`src/rtl/dadda_pkg.sv`:
```
// dadda_pkg: elaboration-time planning of the column-compression tree.
// Assumes 2*n <= MAX_COLS. All functions are evaluated while parameters
// are resolved; none of them is meant to produce hardware.
package dadda_pkg;

    localparam int MAX_COLS = 64;

    // Query codes for tree_info
    localparam int Q_HEIGHT   = 0;  // dots in a column entering a stage
    localparam int Q_FULL     = 1;  // three-input counters in a column
    localparam int Q_HALF     = 2;  // two-input counters in a column
    localparam int Q_CTR_BASE = 3;  // counters in all lower columns
    localparam int Q_DOT_BASE = 4;  // dots in all lower columns
    localparam int Q_CARRY_IN = 5;  // carries arriving from column-1

    // k-th height of the backward series 2, 3, 4, 6, 9, ...
    function automatic int height_seq(int k);
        int h = 2;
        for (int i = 0; i < k; i++) h = (h * 3) / 2;
        return h;
    endfunction

    // number of stages needed to bring an n-row matrix down to 2 rows
    function automatic int num_stages(int n);
        int s = 0;
        while (height_seq(s) < n) s++;
        return s;
    endfunction

    // height limit of stage st (stage 0 has the largest limit)
    function automatic int stage_target(int n, int st);
        return height_seq(num_stages(n) - 1 - st);
    endfunction

    // Plans stages 0..s column by column from the LSB upward and answers
    // one query about stage s. Stage num_stages(n) is the final matrix.
    function automatic int tree_info(int n, int s, int col, int what);
        int cnt [MAX_COLS];
        int pre [MAX_COLS];
        int nf  [MAX_COLS];
        int nh  [MAX_COLS];
        int cin, ex, lim, res;
        for (int c = 0; c < MAX_COLS; c++) begin
            if (c < n)              cnt[c] = c + 1;
            else if (c < 2 * n - 1) cnt[c] = 2 * n - 1 - c;
            else                    cnt[c] = 0;
            pre[c] = 0;
            nf[c]  = 0;
            nh[c]  = 0;
        end
        for (int st = 0; st <= s; st++) begin
            for (int c = 0; c < MAX_COLS; c++) pre[c] = cnt[c];
            lim = (st < num_stages(n)) ? stage_target(n, st) : MAX_COLS;
            cin = 0;
            for (int c = 0; c < MAX_COLS; c++) begin
                ex = cnt[c] + cin - lim;
                if (ex > 0) begin
                    nf[c] = ex / 2;
                    nh[c] = ex % 2;
                end else begin
                    nf[c] = 0;
                    nh[c] = 0;
                end
                cnt[c] = cnt[c] - 2 * nf[c] - nh[c] + cin;
                cin    = nf[c] + nh[c];
            end
        end
        res = 0;
        case (what)
            Q_HEIGHT:   res = pre[col];
            Q_FULL:     res = nf[col];
            Q_HALF:     res = nh[col];
            Q_CTR_BASE: for (int c = 0; c < col; c++) res += nf[c] + nh[c];
            Q_DOT_BASE: for (int c = 0; c < col; c++) res += pre[c];
            Q_CARRY_IN: res = (col > 0) ? nf[col - 1] + nh[col - 1] : 0;
            default:    res = 0;
        endcase
        return res;
    endfunction

    // total dots entering stage s
    function automatic int dots_total(int n, int s);
        return tree_info(n, s, 2 * n, Q_DOT_BASE);
    endfunction

    // total counters used in stage s
    function automatic int ctr_total(int n, int s);
        return tree_info(n, s, 2 * n, Q_CTR_BASE);
    endfunction

    // offset of stage s's matrix inside the flat bus of all matrices
    function automatic int mat_base(int n, int s);
        int b = 0;
        for (int t = 0; t < s; t++) b += dots_total(n, t);
        return b;
    endfunction

endpackage

```
`src/rtl/dadda_counter.sv`:
```
// dadda_counter: counts the ones on IN (2 or 3) equal-weight dots.
// sum keeps the column weight and carry moves one column up.
// Assumes IN is 2 (half adder) or 3 (full adder).
module dadda_counter #(
    parameter int IN = 3
) (
    input  logic [IN-1:0] bits,
    output logic          sum,
    output logic          carry
);

    assign sum = ^bits;

    generate
        if (IN == 3) begin : g_full
            assign carry = (bits[0] & bits[1]) | (bits[0] & bits[2]) | (bits[1] & bits[2]);
        end else begin : g_half
            assign carry = &bits;
        end
    endgenerate

    // The outputs encode the number of ones at the inputs
    always_comb begin
        p_count_r8: assert ({carry, sum} == 2'($countones(bits)))
            else $error("p_count_r8: counter output does not match input ones");
    end

endmodule

```
`src/rtl/dadda_stage.sv`:
```
// dadda_stage: one compression stage. Brings every column down to the
// stage limit using the plan from dadda_pkg. Each column of the output is
// laid out as untouched dots, then own sums, then carries from below.
// Assumes din is laid out column by column as planned for stage STG.
module dadda_stage import dadda_pkg::*; #(
    parameter int N   = 8,
    parameter int STG = 0
) (
    input  logic [dots_total(N, STG)-1:0]     din,
    output logic [dots_total(N, STG + 1)-1:0] dout
);

    localparam int COLS = 2 * N;
    localparam int NCTR = ctr_total(N, STG);
    localparam int WW   = COLS + 8;

    logic [NCTR-1:0]      ctr_s;
    logic [NCTR-1:0]      ctr_c;
    logic [COLS-1:0][7:0] pop_in;
    logic [COLS-1:0][7:0] pop_out;

    generate
        for (genvar c = 0; c < COLS; c++) begin : g_col
            localparam int H    = tree_info(N, STG, c, Q_HEIGHT);
            localparam int OH   = tree_info(N, STG + 1, c, Q_HEIGHT);
            localparam int NF   = tree_info(N, STG, c, Q_FULL);
            localparam int NH   = tree_info(N, STG, c, Q_HALF);
            localparam int IB   = tree_info(N, STG, c, Q_DOT_BASE);
            localparam int OB   = tree_info(N, STG + 1, c, Q_DOT_BASE);
            localparam int CB   = tree_info(N, STG, c, Q_CTR_BASE);
            localparam int CI   = tree_info(N, STG, c, Q_CARRY_IN);
            localparam int NC   = NF + NH;
            localparam int KEEP = H - 3 * NF - 2 * NH;

            for (genvar k = 0; k < NF; k++) begin : g_fa
                dadda_counter #(.IN(3)) u_fa (
                    .bits  (din[IB + 3 * k +: 3]),
                    .sum   (ctr_s[CB + k]),
                    .carry (ctr_c[CB + k])
                );
            end
            if (NH > 0) begin : g_ha
                dadda_counter #(.IN(2)) u_ha (
                    .bits  (din[IB + 3 * NF +: 2]),
                    .sum   (ctr_s[CB + NF]),
                    .carry (ctr_c[CB + NF])
                );
            end
            if (KEEP > 0) begin : g_keep
                assign dout[OB +: KEEP] = din[IB + 3 * NF + 2 * NH +: KEEP];
            end
            if (NC > 0) begin : g_sum
                assign dout[OB + KEEP +: NC] = ctr_s[CB +: NC];
            end
            if (CI > 0) begin : g_cin
                assign dout[OB + KEEP + NC +: CI] = ctr_c[CB - CI +: CI];
            end

            // Dot counts per column, used only by the value check below
            if (H > 0) begin : g_pin
                assign pop_in[c] = 8'($countones(din[IB +: H]));
            end else begin : g_pin0
                assign pop_in[c] = '0;
            end
            if (OH > 0) begin : g_pout
                assign pop_out[c] = 8'($countones(dout[OB +: OH]));
            end else begin : g_pout0
                assign pop_out[c] = '0;
            end
        end
    endgenerate

    logic [WW-1:0] wt_in;
    logic [WW-1:0] wt_out;

    // Weighted value of the matrix before and after this stage must agree
    always_comb begin
        wt_in  = '0;
        wt_out = '0;
        for (int c = 0; c < COLS; c++) begin
            wt_in  = wt_in  + (WW'(pop_in[c])  << c);
            wt_out = wt_out + (WW'(pop_out[c]) << c);
        end
        p_weight_kept_r7: assert (wt_in == wt_out)
            else $error("p_weight_kept_r7: stage %0d changed matrix value", STG);
    end

endmodule

```
`src/rtl/dadda_cpa.sv`:
```
// dadda_cpa: parallel-prefix carry-propagate adder for the last two rows.
// Log2(W) levels of generate/propagate merging. The carry out of the top
// bit is dropped because the product is known to fit in W bits.
module dadda_cpa #(
    parameter int W = 16
) (
    input  logic [W-1:0] x,
    input  logic [W-1:0] y,
    output logic [W-1:0] sum
);

    logic [W-1:0] half;
    logic [W-1:0] gen;
    logic [W-1:0] prop;

    // Prefix merge of generate/propagate pairs, then the final XOR
    always_comb begin
        half = x ^ y;
        gen  = x & y;
        prop = half;
        for (int d = 1; d < W; d = d * 2) begin
            gen  = gen | (prop & (gen << d));
            prop = prop & ((prop << d) | ((W'(1) << d) - W'(1)));
        end
        sum = half ^ {gen[W-2:0], 1'b0};
    end

    // The two rows are added exactly
    always_comb begin
        p_cpa_sum_r9: assert (sum == W'(x + y))
            else $error("p_cpa_sum_r9: prefix adder result wrong");
    end

endmodule

```
`src/rtl/dadda_mul.sv`:
```
// dadda_mul: unsigned N x N multiplier. AND array, planned column
// compression down to two rows, prefix adder, optional output register
// (synchronous active-low reset). Assumes operands stable at the clock.
module dadda_mul import dadda_pkg::*; #(
    parameter int N       = 8,
    parameter bit OUT_REG = 1'b1
) (
    input  logic           clk,
    input  logic           rst_n,
    input  logic [N-1:0]   op_a,
    input  logic [N-1:0]   op_b,
    output logic [2*N-1:0] product
);

    localparam int COLS = 2 * N;
    localparam int NSTG = num_stages(N);
    localparam int ALL  = mat_base(N, NSTG + 1);
    localparam int FB   = mat_base(N, NSTG);

    logic [ALL-1:0]  mats;
    logic [COLS-1:0] row_x;
    logic [COLS-1:0] row_y;
    logic [COLS-1:0] sum_c;

    generate
        // Bit products, placed in their weight column
        for (genvar i = 0; i < N; i++) begin : g_pa
            for (genvar j = 0; j < N; j++) begin : g_pb
                localparam int COL = i + j;
                localparam int LO  = (COL - N + 1 > 0) ? COL - N + 1 : 0;
                localparam int PB  = tree_info(N, 0, COL, Q_DOT_BASE);
                assign mats[PB + j - LO] = op_a[i] & op_b[j];
            end
        end

        // Compression stages, each feeding the next
        for (genvar s = 0; s < NSTG; s++) begin : g_stg
            dadda_stage #(.N(N), .STG(s)) u_stage (
                .din  (mats[mat_base(N, s) +: dots_total(N, s)]),
                .dout (mats[mat_base(N, s + 1) +: dots_total(N, s + 1)])
            );
        end

        // Split the final matrix into two rows, padding short columns
        for (genvar c = 0; c < COLS; c++) begin : g_row
            localparam int K = tree_info(N, NSTG, c, Q_HEIGHT);
            localparam int B = tree_info(N, NSTG, c, Q_DOT_BASE);
            if (K > 0) begin : g_x
                assign row_x[c] = mats[FB + B];
            end else begin : g_x0
                assign row_x[c] = 1'b0;
            end
            if (K > 1) begin : g_y
                assign row_y[c] = mats[FB + B + 1];
            end else begin : g_y0
                assign row_y[c] = 1'b0;
            end
        end
    endgenerate

    dadda_cpa #(.W(COLS)) u_cpa (
        .x   (row_x),
        .y   (row_y),
        .sum (sum_c)
    );

    generate
        if (OUT_REG) begin : g_reg
            // Output register with synchronous active-low clear
            always_ff @(posedge clk) begin
                if (!rst_n) product <= '0;
                else        product <= sum_c;
            end

            p_product_r1: assert property (@(posedge clk) disable iff (!rst_n)
                $past(rst_n) |-> product == (COLS'($past(op_a)) * COLS'($past(op_b))))
                else $error("p_product_r1: product wrong");

            p_hold_r2: assert property (@(posedge clk) disable iff (!rst_n)
                (rst_n && $past(rst_n) && $stable(op_a) && $stable(op_b)) |=> $stable(product))
                else $error("p_hold_r2: product moved with steady operands");

            p_reset_r3: assert property (@(posedge clk)
                !rst_n |=> product == '0)
                else $error("p_reset_r3: product not cleared by reset");
        end else begin : g_comb
            assign product = sum_c;
        end
    endgenerate

endmodule

```
`config.mk`:
```
export PLATFORM = sky130hd
export DESIGN_NAME = dadda_mul
export DESIGN_NICKNAME = d
export VERILOG_FILES = /design/src/rtl/dadda_pkg.sv /design/src/rtl/dadda_counter.sv /design/src/rtl/dadda_stage.sv /design/src/rtl/dadda_cpa.sv /design/src/rtl/dadda_mul.sv
export SDC_FILE = /design/constraint.sdc
export NUM_CORES = 1
export LEC_CHECK = 0
export BUFFER_PORTS_ARGS = -buffer_cell sky130_fd_sc_hd__buf_2
export CORE_MARGIN = 2
export CORE_UTILIZATION = 35
export DETAILED_ROUTE_END_ITERATION = 7
export PLACE_DENSITY = 0.62
export SYNTH_ARGS = -nofsm -noshare
export SYNTH_HDL_FRONTEND = slang
export SYNTH_SLANG_ARGS = --single-unit
```
`constraint.sdc`:
```
create_clock -name clk -period 7.2 [get_ports clk]
set_input_delay 1.44 -clock clk [delete_from_list [all_inputs] [get_ports clk]]
set_output_delay 1.44 -clock clk [all_outputs]
set_load 0.02 [all_outputs]
```
=== Word-level counts from Yosys, hierarchy flattened ===
Index checks and enable logic that the tools add are counted.

* Reductions and logical operators: 49
* Bitwise logic cells: 253

{| class="wikitable"
|+ Operator list
! operator !! count
|-
| $and 1x1->1 || 169
|-
| $and 15x15->15 || 8
|-
| $reduce_xor 3->1 || 35
|-
| $or 1x1->1 || 70
|-
| $or 15x15->15 || 4
|-
| $xor 15x16->16 || 1
|-
| $xor 15x15->15 || 1
|-
| $reduce_and 2->1 || 7
|-
| $reduce_xor 2->1 || 7
|}

* Output and inout bits: 16
* Bits in registers: 16
* Input bits: 18
* Word-level logic and storage cells: 303

=== Logic depth before layout (Yosys ltp) ===
* Depth in word-level cells: 21
* Mapped depth: 14
* Depth with buffers taken out: 14

=== By module ===
Synthesis repeated with hierarchy kept, for this count alone.

* Cells, all modules: 335
* Area total of the unflattened synthesis: 3114.2 sq um

{| class="wikitable"
|+ Modules (own cells, without submodules)
! module !! cells an instance !! area an instance (sq um) !! times used !! sequential area each (sq um)
|-
| dadda_mul || 98 || 850.8 || 1 || 320.3
|-
| dadda_cpa || 100 || 762.0 || 1 || 0.0
|-
| dadda_counter at g_stg[0].u_stage.g_col[7].g_fa[0].u_fa ... || 1 || 20.0 || 35 || 0.0
|-
| dadda_stage at g_stg[0].u_stage || 49 || 367.9 || 1 || 0.0
|-
| dadda_stage at g_stg[1].u_stage || 21 || 157.7 || 1 || 0.0
|-
| dadda_stage at g_stg[2].u_stage || 20 || 150.1 || 1 || 0.0
|-
| dadda_counter at g_stg[0].u_stage.g_col[6].g_ha.u_ha ... || 1 || 12.5 || 7 || 0.0
|-
| dadda_stage at g_stg[3].u_stage || 5 || 37.5 || 1 || 0.0
|}

=== Worst setup path after synthesis ===
No wires, ideal clock.

* Path type: input to register
* From: in op_b[3]
* To: reg product[11]
* Library setup time: 0.116 ns
* Data required time: 7.084 ns
* Slack: 2.053 ns
* Arrival time: 5.031 ns
* Cell stages on the path: 13
* Path buffers: 0
* Cell sequence: and2_1 > fa_1 > inv_1 > fa_1 > fa_1 > inv_1 > fa_1 > ha_1 > a21oi_1 > nor2b_1 > o41a_1 > or3_1 > and3_1

* Longest elaborated chain between the ends: 17
* Elaborated cells between the ends (all ways): 159
* Those cells by class: bitwise: 129; reduce/logical: 30

{| class="wikitable"
|+ RTL lines
! item !! line !! source
|-
| start, declared || dadda_mul.sv:11 || <nowiki>input logic [N-1:0] op_b,</nowiki>
|-
| $and 1x1->1 || dadda_mul.sv:32 || <nowiki>assign mats[PB + j - LO] = op_a[i] & op_b[j];</nowiki>
|-
| $and 1x1->1 || dadda_counter.sv:16 || <nowiki>assign carry = (bits[0] & bits[1]) | (bits[0] & bits[2]) | (bits[1] & bits[2]);</nowiki>
|-
| $or 1x1->1 (2 in a row) || dadda_counter.sv:16 ||
|-
| $and 1x1->1 || dadda_counter.sv:16 ||
|-
| $or 1x1->1 (2 in a row) || dadda_counter.sv:16 ||
|-
| $and 1x1->1 || dadda_counter.sv:16 ||
|-
| $or 1x1->1 (2 in a row) || dadda_counter.sv:16 ||
|-
| $and 15x15->15 or $xor 15x15->15 (tied branches) || dadda_cpa.sv:19, dadda_cpa.sv:18 ||
|-
| $and 15x15->15 (on tied branches) || dadda_cpa.sv:22, dadda_cpa.sv:23 ||
|-
| $or 15x15->15 (tied with other cells) (2 in a row) || dadda_cpa.sv:22 || <nowiki>gen = gen | (prop & (gen << d));</nowiki>
|-
| $or 15x15->15 or $and 15x15->15 (tied branches) || dadda_cpa.sv:22 ||
|-
| $or 15x15->15 || dadda_cpa.sv:22 ||
|-
| $xor 15x16->16 (*) || dadda_cpa.sv:25 || <nowiki>sum = half ^ {gen[W-2:0], 1'b0};</nowiki>
|-
| end signal, assigned || dadda_mul.sv:72 || <nowiki>else product <= sum_c;</nowiki>
|-
| end, declared || dadda_mul.sv:12 || <nowiki>output logic [2*N-1:0] product</nowiki>
|}

Every way passes the cells marked *; elsewhere a longest branch is shown, timed or not.
A chain may end at the register's enable or synchronous reset.

=== Worst setup path after layout ===
Ends and elaborated chain as after synthesis.

==> impl.org <==
** STA
- Number of endpoints with negative hold slack in the final report :: 0
- Setup violators final :: 0
- Remaining max-slew budget at the tightest pin :: 67.4%
- Fmax :: 192 MHz
- The number of pins exceeding their max-slew limit in the final report was 0.
- Setup repair after global routing left no endpoint under its margin.
- At the pin with the least slew margin, the transition time is 0.489 ns.
- Time the final worst path needs with I/O delays and setup :: 5.20 ns
- Setup total negative slack on the finished layout was measured at 0 ns.
- Final cycle utilization of the critical path :: 72.2%

** Power
- For this design the static power due to leakage is 1.40 nW.
- PwrDens :: 259 nW/µm²
- VDD IR-drop max :: 0.169 mV

** Finish
- The register with the most flip-flops in the layout has 16 of them.
- Largest registers ranked by flip-flop count :: product (16)
- Most common cell after layout, fill and taps aside :: nand2_1
- In the final design database the tool counted 384 nets.
- Diode count :: 0
- Of the cells placed in the final design, the portion with a size suffix greater than 1 is 13.0%.
- After routing the design area is 2660 µm².
- Commonest cells after routing, fill and taps aside :: nand2_1, inv_1, fa_1
- The register with the most flip-flops in the final layout is product.
- The area growth from synthesis to layout is 13.0%.
- Counting the fill cells in the layout gives 671.

** Worst setup path
- The largest individual stage delay along the critical path comes from the cell fa_1.
- Of all nets on the critical path, the largest fanout is 8.
- Ordered cell list for the critical path :: buf_2, and2_1, fa_1, inv_1, fa_1, fa_1, inv_1, fa_1, ha_1, a21oi_1, nor2b_1, o41a_1, or3_1, and3_1
- Category of the worst setup path capture point :: register
- The worst setup path is of the input port to register kind.
- The kind of cell with the highest combined delay along the critical path is adder cells.
- Crit-path max cell delay :: 0.53 ns
- The worst setup path is launched from an input port.
- Buffering stage count on the worst path with inverters included :: 3
- Top cell by count, worst path :: fa_1
- Data on the critical path is required at its endpoint by 7.35 ns.
- Data on the critical path arrives at its endpoint at 5.35 ns.

** Worst hold path
- The tightest min-delay check is of the input port to register type.
- The startpoint identified for the worst hold timing path is op_a[0].
- The worst hold path terminates at product[0].
- Min-Delay Path Depth :: 2

** Clock tree
- TritonCTS built the clock tree.
- The number of clock buffers added by TritonCTS is 3.
- Clock tree root buffer cell :: clkbuf_8
- Setup repair bufs after CTS :: 0
- After clock tree synthesis, the clock-pin slew on the worst setup and hold paths is 0.07 ns.
- Hold buffers post-CTS :: 0
- Number of clock sinks :: 16
- Post-CTS repair changed the size of 0 cells.
- In this run the number of H-tree levels came out at 1.
- Max Root-Sink Buffers :: 2

** Synth
- Synth Cell Area :: 2350 µm²
- By area the synthesized netlist is led by fa_1, dfxtp_1, ha_1.
- Share of flip-flops with an asynchronous set or reset after synthesis :: 0%
- The largest total area in the synthesized netlist belongs to fa_1.
- Counting flops with a built-in enable in the synthesized netlist gives 0.
- For this run, the number of Yosys warnings is 0.
- Top flip-flop cell by instance count after synthesis :: dfxtp_1
- In this run, synthesis produced a sequential element count of 16.
- The netlist uses 34 different library cells.
- Avg Inst Size Synth :: 8.59 µm²
- Count of mapped cells out of synthesis :: 274
- Proportion of netlist area held by the largest area contributor :: 30.6%
- Fraction of the yosys area taken by sequential cells :: 13.6%
- Net Count, Synth :: 349

** Floorplan
- Area of the core :: 6420 µm²
- Area of the die :: 7400 µm²
- Count of standard-cell rows :: 29
- Die height :: 86 µm
- For this design the top-level I/O count stands at 34.
- The initial utilization of the core area, before any placement, comes to 36.6%.
- Width of the die :: 86 µm

** Global route
- First-pass GRT wire length :: 9300 µm
- Pin count of the biggest net entering global routing :: 23
- Across every metal layer, demand over resource in global routing totals 15.5%.
- Via count of the first global-routing pass :: 2058
- The number of antenna violations at the first check in global routing came to 0.
- After global routing the overflow that remains totals 0.

** Routing
- First-pass detailed-route iteration total :: 4
- In this run the remaining antenna-violating nets after routing total 0.
- DR WL/cell :: 13.2 µm
- In the routed design, unresolved DRC markers number 0.
- For this block, the initial DRC count from the detailed router was 70.
- Wires add up to 5100 µm.
- Average vias per placed instance :: 5.06
- The detailed router placed 1949 vias in this run.

** Flow run
- Count of max-cap constraint violations :: 0

** Placed design
- Area of placed instances :: 2600 µm²
- Last weighted congestion value of the routability-driven placer :: 0.855
- Buffers placed on the I/O ports in this run total 33.
- HPWL Detailed :: 4200 µm

** Run status
- Result of the run :: complete, no violations
-- power by group --
part / internal, mW / switching, mW / total, mW / leakage [nW]
clock: 0.0486 / 0.0328 / 0.0814 / 0.0288
sequential: 0.115 / 0.00517 / 0.120 / 0.133
combinational: 0.204 / 0.283 / 0.487 / 1.24
-- how the worst max path moves through the flow --
stage / depth (start not counted) / slack [ns] / end / start
4_1_cts: 14 / 2.01 / product[11] / op_b[3]
6_report: 14 / 2.00 / product[11] / op_b[3]
3_3_place_gp: 14 / 1.78 / product[11] / op_b[3]
2_1_floorplan: 13 / 2.05 / product[11] / op_b[3]
3_5_place_dp: 14 / 1.74 / product[11] / op_b[3]
5_1_grt: 14 / 1.82 / product[11] / op_b[3]
-- synthesized netlist by cell type (2+ instances only) --
cell	instances
nor2_1	6
nand4_1	2
inv_1	44
or3_1	2
o21a_1	2
a211oi_1	4
nand2b_1	8
fa_1	36
o211ai_1	4
nand2_1	47
a21o_1	2
o21bai_1	2
dfxtp_1	16
clkbuf_1	3
ha_1	21
and3_1	3
a21oi_1	9
and2_1	32
mux2i_1	6
o22ai_1	2
o21ai_0	10
-- through the flow --
stage               hold slack, ns  worst slack [ns]  util, %  cells  total power [mW]
floorplan                     1.59              2.05        -    274             0.495
global placement              1.80              1.78     40.5    381             0.606
detailed placement            1.79              1.74     40.5    381             0.614
CTS                           1.52              2.01     41.4    385             0.697
global route                  1.53              1.82     41.4    385             0.771
finish                        1.52              2.00     41.4    385             0.689
-- layout make-up --
class / instances / area, µm² / area share (%)
timing repair buffer: 33 / 165 / 6.21
tap: 77 / 96.3 / 3.62
clock buffer: 4 / 55.1 / 2.07
multi-input combinational: 211 / 1860 / 69.8
inverter: 44 / 165 / 6.21
sequential: 16 / 320 / 12.0
-- routing by layer --
metal / up-vias / global-route usage [%] / wire length [µm]
li1: 942 / - / -
met1: 952 / 18.9 / 2230
met2: 48 / 28.6 / 2510
met3: 7 / 2.79 / 294
met4: 0 / 2.60 / 63
met5: - / 0 / 0
-- cell families after synthesis --
kind of cell | count (synthesis) | share of synthesized area (%)
muxes | 6 | 2.55
AOI/OAI and AO/OA | 41 | 11.4
and+or+nand+nor | 105 | 22.4
buffers and inverters | 47 | 7.50
xor gates and xnor gates | 2 | 0.744
adders and majority gates | 57 | 41.8
DFF | 16 | 13.6
(Power assumes the default switching activity.)
